[config.mk]
export PLATFORM = sky130hd
export DESIGN_NAME = fetch_descrambler
export DESIGN_NICKNAME = d
export VERILOG_FILES = /design/src/rtl/desc_pkg.sv /design/src/rtl/desc_ctrl_dec.sv /design/src/rtl/desc_jmp_track.sv /design/src/rtl/desc_opcode_path.sv /design/src/rtl/desc_pattern_path.sv /design/src/rtl/fetch_descrambler.sv
export SDC_FILE = /design/constraint.sdc
export NUM_CORES = 1
export LEC_CHECK = 0
export BUFFER_PORTS_ARGS = -buffer_cell sky130_fd_sc_hd__buf_2
export CAP_MARGIN = 20
export CORE_MARGIN = 3
export CORE_UTILIZATION = 30
export DETAILED_ROUTE_END_ITERATION = 8
export MAX_ROUTING_LAYER = met4
export PLACE_DENSITY_LB_ADDON = 0.12
export SYNTH_ARGS = -nofsm -noshare
export SYNTH_HDL_FRONTEND = slang
export SYNTH_SLANG_ARGS = --single-unit
[constraint.sdc]
create_clock -name clk -period 3.7 [get_ports clk]
set_input_delay 0.37 -clock clk [delete_from_list [all_inputs] [get_ports clk]]
set_output_delay 0.37 -clock clk [all_outputs]
set_load 0.1 [all_outputs]
[src/rtl/desc_pkg.sv]
package desc_pkg;
    localparam int BYTE_W = 8;
    localparam logic [BYTE_W-1:0] OPC_JMP_ABS = 8'h4C;
    localparam logic [BYTE_W-1:0] OPC_JMP_IND = 8'h6C;

    // control byte field positions
    localparam int OPF_LO  = 0;
    localparam int OPF_HI  = 2;
    localparam int PATF_LO = 6;
    localparam int PATF_HI = 7;

    typedef struct packed {
        logic op_active;
        logic pend_valid;
        logic pend_val;
        logic pat_on;
    } ctrl_state_t;

    function automatic bit is_jump(input logic [BYTE_W-1:0] opc);
        return (opc == OPC_JMP_ABS) || (opc == OPC_JMP_IND);
    endfunction

    // pattern bit that lands in position b
    function automatic int swap_partner(input int b);
        case (b)
            0: return 4;
            4: return 0;
            1: return 2;
            2: return 1;
            3: return 7;
            7: return 3;
            5: return 6;
            default: return 5;
        endcase
    endfunction
endpackage

[src/rtl/desc_ctrl_dec.sv]
module desc_ctrl_dec
    import desc_pkg::*;
#(
    parameter int                ADDR_W    = 16,
    parameter logic [ADDR_W-1:0] CTRL_ADDR = 16'h411E
) (
    input  logic              clk,
    input  logic              rst_n,
    input  logic              wr_en,
    input  logic [ADDR_W-1:0] wr_addr,
    input  logic [BYTE_W-1:0] wr_data,
    input  logic              commit,
    output logic              op_active,
    output logic              pend_valid,
    output logic              pend_val,
    output logic              pat_on
);
    ctrl_state_t state_d, state_q;
    logic        hit;
    logic [1:0]  op_fld, pat_fld;
    logic        unused_bits;

    assign hit         = wr_en && (wr_addr == CTRL_ADDR);
    assign op_fld      = {wr_data[OPF_HI], wr_data[OPF_LO]};
    assign pat_fld     = {wr_data[PATF_HI], wr_data[PATF_LO]};
    assign unused_bits = ^{wr_data[5:3], wr_data[1]};

    always_comb begin
        state_d = state_q;
        if (commit) begin
            state_d.op_active  = state_q.pend_val;
            state_d.pend_valid = 1'b0;
        end
        if (hit) begin
            case (op_fld)
                2'b00: begin state_d.pend_valid = 1'b1; state_d.pend_val = 1'b0; end
                2'b11: begin state_d.pend_valid = 1'b1; state_d.pend_val = 1'b1; end
                default: ;
            endcase
            case (pat_fld)
                2'b00: state_d.pat_on = 1'b0;
                2'b11: state_d.pat_on = 1'b1;
                default: ;
            endcase
        end
    end

    always_ff @(posedge clk) begin
        if (!rst_n) state_q <= '0;
        else        state_q <= state_d;
    end

    assign op_active  = state_q.op_active;
    assign pend_valid = state_q.pend_valid;
    assign pend_val   = state_q.pend_val;
    assign pat_on     = state_q.pat_on;
endmodule

[src/rtl/desc_jmp_track.sv]
module desc_jmp_track
    import desc_pkg::*;
#(
    parameter int OPERAND_BYTES = 2
) (
    input  logic              clk,
    input  logic              rst_n,
    input  logic              rd_en,
    input  logic              sync,
    input  logic [BYTE_W-1:0] opcode,
    input  logic              pend_valid,
    output logic              commit
);
    localparam int CW = $clog2(OPERAND_BYTES + 1);
    localparam logic [CW-1:0] OPS_INIT = CW'(OPERAND_BYTES);

    typedef struct packed {
        logic          jmp_seen;
        logic [CW-1:0] ops_left;
    } trk_state_t;

    trk_state_t state_d, state_q;

    // commit depends only on state and strobes, never on the data byte
    assign commit = rd_en && sync && pend_valid && state_q.jmp_seen
                    && (state_q.ops_left == '0);

    always_comb begin
        state_d = state_q;
        if (rd_en) begin
            if (sync) begin
                state_d.jmp_seen = is_jump(opcode);
                state_d.ops_left = is_jump(opcode) ? OPS_INIT : '0;
            end else if (state_q.ops_left != '0) begin
                state_d.ops_left = state_q.ops_left - 1'b1;
            end
        end
    end

    always_ff @(posedge clk) begin
        if (!rst_n) state_q <= '0;
        else        state_q <= state_d;
    end
endmodule

[src/rtl/desc_opcode_path.sv]
module desc_opcode_path
    import desc_pkg::*;
#(
    parameter logic [BYTE_W-1:0] KEY = 8'hA1
) (
    input  logic              rd_en,
    input  logic              sync,
    input  logic              scramble_now,
    input  logic [BYTE_W-1:0] raw,
    output logic [BYTE_W-1:0] data
);
    always_comb begin
        data = raw;
        if (rd_en && sync && scramble_now) data = raw ^ KEY;
    end
endmodule

[src/rtl/desc_pattern_path.sv]
module desc_pattern_path
    import desc_pkg::*;
(
    input  logic              enable,
    input  logic [BYTE_W-1:0] raw,
    output logic [BYTE_W-1:0] data
);
    logic [BYTE_W-1:0] swapped;

    for (genvar b = 0; b < BYTE_W; b++) begin : g_bit
        assign swapped[b] = raw[swap_partner(b)];
    end

    assign data = enable ? swapped : raw;
endmodule

[src/rtl/fetch_descrambler.sv]
module fetch_descrambler
    import desc_pkg::*;
#(
    parameter int                ADDR_W        = 16,
    parameter logic [ADDR_W-1:0] CTRL_ADDR     = 16'h411E,
    parameter int                OPERAND_BYTES = 2,
    parameter logic [7:0]        OPC_KEY       = 8'hA1
) (
    input  logic              clk,
    input  logic              rst_n,
    input  logic              wr_en,
    input  logic [ADDR_W-1:0] wr_addr,
    input  logic [7:0]        wr_data,
    input  logic              cpu_rd_en,
    input  logic              cpu_sync,
    input  logic [7:0]        cpu_rdata_raw,
    output logic [7:0]        cpu_rdata,
    input  logic [7:0]        pat_raw,
    output logic [7:0]        pat_data
);
    logic commit_w, op_active_w, pend_valid_w, pend_val_w, pat_on_w;
    logic scramble_now_w;

    desc_ctrl_dec #(.ADDR_W(ADDR_W), .CTRL_ADDR(CTRL_ADDR)) ctrl_i (
        .clk(clk), .rst_n(rst_n), .wr_en(wr_en), .wr_addr(wr_addr),
        .wr_data(wr_data), .commit(commit_w), .op_active(op_active_w),
        .pend_valid(pend_valid_w), .pend_val(pend_val_w), .pat_on(pat_on_w)
    );

    desc_jmp_track #(.OPERAND_BYTES(OPERAND_BYTES)) trk_i (
        .clk(clk), .rst_n(rst_n), .rd_en(cpu_rd_en), .sync(cpu_sync),
        .opcode(cpu_rdata), .pend_valid(pend_valid_w), .commit(commit_w)
    );

    // the committing fetch already sees the armed mode
    assign scramble_now_w = commit_w ? pend_val_w : op_active_w;

    desc_opcode_path #(.KEY(OPC_KEY)) opc_i (
        .rd_en(cpu_rd_en), .sync(cpu_sync), .scramble_now(scramble_now_w),
        .raw(cpu_rdata_raw), .data(cpu_rdata)
    );

    desc_pattern_path pat_i (
        .enable(pat_on_w), .raw(pat_raw), .data(pat_data)
    );
endmodule

Yosys cells after proc, flatten, opt, wreduce, memory -nomap -nowiden
Index checks and enable logic that the tools add are counted.
Operators by class
  reductions and logical operators: 18
  bitwise logic cells: 1
  muxes and demuxes: 10
  $add $sub $neg: 1
  equal/unequal tests: 5
Operators by type and width (number)
  $eq A16 B15 Y1 const B: 1
  $eq A8 B7 Y1 const B: 2
  $mux W8: 2
  $reduce_and A2 Y1: 4
  $reduce_bool A2 Y1: 4
  $logic_and A1 B1 Y1: 6
  $logic_not A2 Y1: 3
  $mux W2: 3
  $eq A2 B2 Y1 const B: 2
  $pmux W2 S2: 1
  $mux W3: 1
  $not A3 Y3: 1
  $mux W1: 2
  $pmux W1 S2: 1
  $sub A2 B1 Y2 const B: 1
  $logic_or A1 B1 Y1: 1
Storage, ports and cells
  bits of input ports: 45
  register bits after elaboration: 7
  output and inout port bits: 16
  word-level logic and storage cells: 41

Depth between registers and ports, before layout
Gate-level depths: netlist of run 1.
  word-level depth: 11
  gate-level depth with buffers: 6
  mapped depth without buffers: 6

Modules after synthesis
From an unflattened synthesis of run 1, not the netlist that was laid out.
Unflattened totals
  cells, all modules: 65
  area total of the unflattened synthesis: 678.2 um^2
By module, submodules not included
  desc_ctrl_dec: sequential area each 80.1 um^2, times used 1, cells an instance 25, area each 260.2 um^2
  desc_jmp_track: sequential area each 60.1 um^2, times used 1, cells an instance 21, area each 197.7 um^2
  desc_pattern_path: sequential area each 0.0 um^2, times used 1, cells an instance 9, area each 131.4 um^2
  desc_opcode_path: sequential area each 0.0 um^2, times used 1, cells an instance 9, area each 73.8 um^2
  fetch_descrambler: sequential area each 0.0 um^2, times used 1, cells an instance 1, area each 15.0 um^2

Worst setup path before layout of run 1
No wires, ideal clock.
  path kind: register to output
  start: register trk_i.state_q[0] (netlist name)
  end: output port cpu_rdata[0]
  path slack: 0.836 ns
  path buffers: 0
  arrival time: 2.494 ns
  stages on the path, launching flop included: 7
  cell sequence: dfxtp_1 inv_1 ha_1 nand3_1 mux2i_1 nor2_1 xor2_1
On the way
  longest elaborated chain between the ends: 5
RTL lines
  start: declaration: line desc_jmp_track.sv:22  | trk_state_t state_d, state_q;
  start signal: assignment: line desc_jmp_track.sv:42  | else state_q <= state_d;
  $logic_not A2 Y1: line desc_jmp_track.sv:26  | && (state_q.ops_left == '0);
  $logic_and A1 B1 Y1: line desc_jmp_track.sv:26
  $mux W1: line fetch_descrambler.sv:36  | assign scramble_now_w = commit_w ? pend_val_w : op_active_w;
  $logic_and A1 B1 Y1: line desc_opcode_path.sv:14  | if (rd_en && sync && scramble_now) data = raw ^ KEY;
  $mux W8: line desc_opcode_path.sv:14
  end: declaration: line fetch_descrambler.sv:17  | output logic [7:0] cpu_rdata,
No other way between the ends.

Worst setup path after layout of run 1
  start: register trk_i.state_q[0] (netlist name)
  end: output port cpu_rdata[7]
The elaborated chain is that of the path after synthesis.

==> impl_metrics.env, run 1 <==
export IMPL_cts_tree="built"
export IMPL_dp_cells=145
export IMPL_io_pins=61
export IMPL_period_share_pct=64.61
export IMPL_synthArstFlopShare_pct=0
export IMPL_insertion_delay_ps=250
export IMPL_setup_viol=0
export IMPL_drt_pass1_iterations=4
export IMPL_pwr_share_comb_pct=45.5
export IMPL_rr_startpoint="trk_i.state_q[0]$_SDFFE_PN0P_"
export IMPL_seqCellArea_um2=140.1
export IMPL_num_vias=691
export IMPL_worst_pin_slew_ps=490.7
export IMPL_fin_cells=149
export IMPL_hold_ws_ps=432.2
export IMPL_hold_path_endpoint="ctrl_i.pat_on$_SDFFE_PN0P_"
export IMPL_ctsHoldBuffers=0
export IMPL_post_dp_cell_area_um2=897.1
export IMPL_finClkSkew_ps=4.040
export IMPL_yosys_warnings=0
export IMPL_hpwl_um=1332
export IMPL_antenna_found_initial=0
export IMPL_gr_usage_met1_pct=13.89
export IMPL_worstHoldPathType="in2reg"
export IMPL_p_sw_uw=113.9
export IMPL_gp_congestion=0.7113
export IMPL_status="completed"
export IMPL_syn_inst=71
export IMPL_critPathArrivalTime_ps=2020
export IMPL_max_freq_ghz=0.4183
export IMPL_totalWireLength_um=1486
export IMPL_timing_slew_headroom_pct=67.51
export IMPL_diodes=0
export IMPL_grtUsageMet2_pct=16.74
export IMPL_drt_initial_drc_count=8
export IMPL_ys_types=30
export IMPL_drt_vias_per_instance=4.638
export IMPL_dieArea_mm2=0.002688
export IMPL_maxSlewViolCount=0
export IMPL_path_max_fanout=5
export IMPL_die_y_um=51.85
export IMPL_rsz0062_at_grt="false"
export IMPL_p_clk_share_pct=25.2
export IMPL_fin_setup_tns_ps=0
export IMPL_fp_row_count=15
export IMPL_overflow=0
export IMPL_crit_required_ps=3330
export IMPL_cts_root_buf="clkbuf_4"
export IMPL_grt_max_degree=11
export IMPL_start_util_pct=33.94
export IMPL_syn_avg_cell_area_um2=8.882
export IMPL_hold_violations=0
export IMPL_internal_power_uw=149.4
export IMPL_finalNetCount=173
export IMPL_reg2reg_slack_ps=2210
export IMPL_fin_crit_ps=2391
export IMPL_synth_seq_cells=7
export IMPL_cts_buffers=3
export IMPL_ff2ff_path_depth=6
export IMPL_ys_flop_type="dfxtp_1"
export IMPL_syn_area_um2=630.6
export IMPL_die_w_um=51.85
export IMPL_p_leak_uw=0.0004539
export IMPL_criticalPathCategory="reg2out"
export IMPL_post_drt_wl_per_cell_um=9.973
export IMPL_drv_cap=0
export IMPL_ant_nets=0
export IMPL_r2r_end="trk_i.state_q[2]$_SDFFE_PN0P_"
export IMPL_cts_setup_buffers=0
export IMPL_syn2layout_area_growth_pct=46.43
export IMPL_vdd_ir_drop_worst_mv=0.2030
export IMPL_power_total_uw=263.4
export IMPL_swShare_pct=43.26
export IMPL_power_frac_seq_pct=29.2
export IMPL_synth_net_count=119
export IMPL_start_kind="flip-flop"
export IMPL_cts_resized=0
export IMPL_core_mm2=0.001858
export IMPL_grt_use_met3_pct=2.579
export IMPL_grt_pass1_wl_um=2263
export IMPL_seq_area_frac_synth_pct=22.22
export IMPL_drive_gt1_share_pct=57.26
export IMPL_nFillCells=189
export IMPL_cts_buffer_depth=2
export IMPL_grt_pass1_vias=595
export IMPL_io_buffer_count=56
export IMPL_synth_edff_count=0
export IMPL_route_detailed_drc=0
export IMPL_hold_depth=3
export IMPL_grt_usage_pct=11.27
export IMPL_htreeDepth=1
export IMPL_p_per_area_mw_per_mm2=285.2
export IMPL_clk_pin_slew_ps=50
export IMPL_multiInputGateArea_um2=434.2
export IMPL_cts_sinks=7
export IMPL_top_usage_layer="met2"
export IMPL_critPathCaptureType="output port"
export IMPL_stdcell_area_um2=923.4
export IMPL_hold_start="wr_addr[15]"
-- cell families after synthesis --
logic type | after synthesis | synth area share, %
AND/OR/NAND/NOR | 26 | 26.99
multiplexers | 12 | 20.64
AO/OA/AOI/OAI | 10 | 11.11
buffers and inverters | 10 | 8.930
flip-flops | 7 | 22.22
XOR/XNOR | 3 | 4.167
adder cells (fa/ha/maj) | 3 | 5.953
-- cell type report --
| class | count | share of cell area [%] |
|---|---|---|
| multi-input combinational | 54 | 47.02 |
| timing repair buffer | 56 | 30.35 |
| sequential | 7 | 15.18 |
| tap | 25 | 3.388 |
| clock buffer | 4 | 2.846 |
| inverter | 3 | 1.220 |
-- flip-flops by register name (all words and copies together), names as in the netlist --
signal / flops
ctrl_i.pat_on: 1
ctrl_i.op_active: 1
ctrl_i.pend_val: 1
ctrl_i.pend_valid: 1
trk_i.state_q: 3
-- worst max path at each step --
stage                                              from           end  slack (ps)
after CTS                 trk_i.state_q[0]$_SDFFE_PN0P_  cpu_rdata[7]        1300
after floorplan           trk_i.state_q[0]$_SDFFE_PN0P_  cpu_rdata[0]         840
after global routing      trk_i.state_q[0]$_SDFFE_PN0P_  cpu_rdata[5]        1160
final                     trk_i.state_q[0]$_SDFFE_PN0P_  cpu_rdata[7]        1310
after global placement    trk_i.state_q[0]$_SDFFE_PN0P_  cpu_rdata[7]        1620
after detailed placement  trk_i.state_q[0]$_SDFFE_PN0P_  cpu_rdata[7]        1570
-- placed cells by master (no fill, tap or decap), types with 2 or more instances in the layout --
master,count
a21oi_1,2
and2_1,3
buf_2,56
clkbuf_4,3
dfxtp_1,7
ha_1,3
inv_1,3
mux2_2,8
mux2i_1,4
nand2_1,5
nand3_1,3
nand4b_1,2
nor2_1,3
o21a_1,2
or4b_2,2
xor2_1,3
-- power groups by stage --
stage               clock network, µW  registers [µW]  logic, µW
floorplan                           0            78.4       91.5
global placement                    0            78.5        119
detailed placement                  0            78.5        121
CTS                              68.8            77.0        121
global route                     74.0            77.0        127
finish                           66.5            77.0        120
-- Yosys cell counts (2+ instances only) --
master	number	area, µm²
mux2i_1	4	40.04
nand3_1	3	15.01
mux2_2	8	90.09
dfxtp_1	7	140.1
nor2_1	3	11.26
buf_4	5	37.54
a21oi_1	2	10.01
ha_1	3	37.54
or4b_2	2	20.02
nand4b_1	2	17.52
o21a_1	2	15.01
nand2_1	5	18.77
and2_1	3	18.77
xor2_1	3	26.28
inv_1	3	11.26
clkbuf_1	2	7.510
-- routing by layer --
metal	up-vias	wire, µm
met3	2	135
li1	362	-
met4	0	19
met1	292	615
met5	-	0
met2	35	715
-- worst max-delay path: stages, from the launching register on --
cell and delay [ps]:
dfxtp_1 290, inv_1 80, ha_1 240, nand3_1 120
mux2i_1 160, nor2_1 270, xor2_1 180, buf_2 440
-- per-stage QoR --
step                      worst slack, ps  util, %
after floorplan                     836.3        -
after global placement               1619    48.28
after detailed placement             1570    48.28
after CTS                            1297    49.70
after global routing                 1156    49.70
final                                1309    49.70
(Power assumes the default switching activity.)
==> run 2: changes to the inputs <==
Clock period 3.7 ns to 2 ns, I/O delays scaled along.
==> run 2 against run 1 <==
  * Power up 96%
  * Highest routed layer unchanged
  * Non-clock buffer count up 5
  * Largest power group unchanged
  * Register-to-register slack worse by 1700 ps
==> impl_metrics.env, run 2 (synthesis results as in run 1) <==
export IMPL_status="completed"
export IMPL_setup_viol=0
export IMPL_route_detailed_drc=0
export IMPL_drv_cap=0
export IMPL_finalWorstSetupSlack_ps=85.51
export IMPL_antenna_found_initial=0
export IMPL_critPathArrivalTime_ps=1710
export IMPL_stdcell_area_mm2=0.001101
export IMPL_io_buffer_count=56
export IMPL_cts_root_buf="clkbuf_4"
export IMPL_fp_row_count=15
export IMPL_pre_cts_slack_ps=196.9
export IMPL_maxSlewViolCount=0
export IMPL_start_util_pct=33.94
export IMPL_core_mm2=0.001858
export IMPL_crit_family="buffers and inverters"
export IMPL_die_y_um=51.85
export IMPL_grt_usage_pct=12.84
export IMPL_cts_sinks=7
export IMPL_final_common_cell="buf_2"
export IMPL_io_pins=61
export IMPL_regMostFlops="trk_i.state_q"
export IMPL_hold_violations=0
export IMPL_ant_nets=0
export IMPL_dieArea_mm2=0.002688
export IMPL_nFillCells=175
export IMPL_drt_initial_drc_count=4
export IMPL_num_vias=721
export IMPL_fin_setup_tns_ps=0
export IMPL_insertion_delay_ps=250
export IMPL_rsz0062_at_grt="false"
export IMPL_seqCellArea_um2=141.4
export IMPL_hpwl_um=1412
export IMPL_p_leak_uw=0.0005006
export IMPL_grt_pass1_vias=658
export IMPL_path_max_fanout=3
export IMPL_timing_slew_headroom_pct=67.45
export IMPL_startpoint="trk_i.state_q[1]$_SDFFE_PN0P_"
export IMPL_finalNetCount=178
export IMPL_totalWireLength_um=1620
export IMPL_crit_required_ps=1800
export IMPL_htreeDepth=1
export IMPL_path_buf_inv=3
export IMPL_cp_slowest_stage_delay_ps=330
export IMPL_clk_pin_slew_ps=50
export IMPL_largest_reg_flops=3
export IMPL_hold_start="wr_addr[15]"
export IMPL_start_kind="flip-flop"
export IMPL_syn2layout_area_growth_pct=74.60
export IMPL_multiInputGateArea_um2=528.0
export IMPL_max_freq_ghz=0.5223
export IMPL_overflow=0
export IMPL_worstHoldPathType="in2reg"
export IMPL_fin_crit_ps=1914
export IMPL_criticalPathCategory="reg2out"
export IMPL_rr_startpoint="trk_i.state_q[1]$_SDFFE_PN0P_"
export IMPL_p_per_area_mw_per_mm2=469.1
export IMPL_drt_vias_per_instance=4.682
export IMPL_final_cell_mix="buf_2, mux2_2, dfxtp_1"
export IMPL_dp_cells=146
export IMPL_cpMaxStageDelayCell="dfxtp_2"
export IMPL_diodes=0
export IMPL_cts_tree="built"
export IMPL_vdd_ir_drop_worst_mv=0.3148
export IMPL_grt_pass1_wl_um=2532
export IMPL_path_cells="inv_2 -> ha_4 -> nand3_2 -> mux2i_4 -> nor2_4 -> buf_4 -> xor2_4 -> buf_12"
export IMPL_cts_buffers=3
export IMPL_drt_pass1_iterations=4
export IMPL_critPathCaptureType="output port"
export IMPL_worst_pin_slew_ps=491.7
export IMPL_post_drt_wl_per_cell_um=10.52
export IMPL_grt_max_degree=11
export IMPL_finClkSkew_ps=1.410
export IMPL_period_share_pct=95.72
export IMPL_fin_cells=154
export IMPL_gp_congestion=0.7832
export IMPL_die_w_um=51.85
export IMPL_post_dp_cell_area_mm2=0.001013
export IMPL_cts_buffer_depth=2
export IMPL_drive_gt1_share_pct=66.67
==> run 2: cell count changes in the layout (fill, tap and decap cells not counted), sizes merged <==
cell  delta
buf      +5
==> run 2: path summary, 6_finish.rpt <==
path | to | slack (ps) | cells after the start
max | cpu_rdata[0] | 90 | 8
max reg2reg | trk_i.state_q[2]$_SDFFE_PN0P_ | 520 | 7
min | ctrl_i.pat_on$_SDFFE_PN0P_ | 260 | 3
min reg2reg | ctrl_i.pend_val$_SDFFE_PN0P_ | 520 | 2
==> run 2: worst reg2reg max path, delay by kind of cell (launching register included) <==
family	cells	cell delay, ps
AOI/OAI and AO/OA	1	110
DFF	1	330
muxes	2	480
and+or+nand+nor	1	90
adders and majority gates	1	160
buffers and inverters	2	190
==> run 2: per-stage QoR <==
stage | total power [µW] | hold slack, ps | utilization (%)
floorplan | 318.1 | 408.2 | -
global placement | 386.5 | 464.7 | 54.55
detailed placement | 390.2 | 476.6 | 54.55
CTS | 524.7 | 253.3 | 58.65
global route | 546.1 | 275.4 | 59.26
finish | 516.5 | 264.4 | 59.26
==> run 2: power by group <==
group	leakage, µW	total [µW]	internal (µW)	switching, µW
Sequential	0.0000569	143	142	1.19
Clock	0.0000150	127	76.0	50.7
Combinational	0.000429	247	75.6	171
==> run 2: layer usage <==
layer,GRT usage [%],share of wire [%],up-vias
li1,-,-,376
met1,14.16,39,309
met2,21.76,50,34
met3,2.579,9.4,2
met4,6.550,0.86,0
met5,-,0,-
==> run 2: timing repair <==
item,4_1_cts,5_1_grt
pin swaps,1,1
resized for setup,4,4
hold buffers,0,0
setup endpoints to repair,3,3
setup buffers,4,0
==> run 2: area by class of cell <==
| type | count | area share (%) |
|---|---|---|
| flip-flops and latches | 7 | 12.84 |
| clock buffers | 4 | 2.386 |
| well taps | 25 | 2.841 |
| repair buffers | 61 | 32.95 |
| multi-input cells | 54 | 47.95 |
| inverters | 3 | 1.023 |
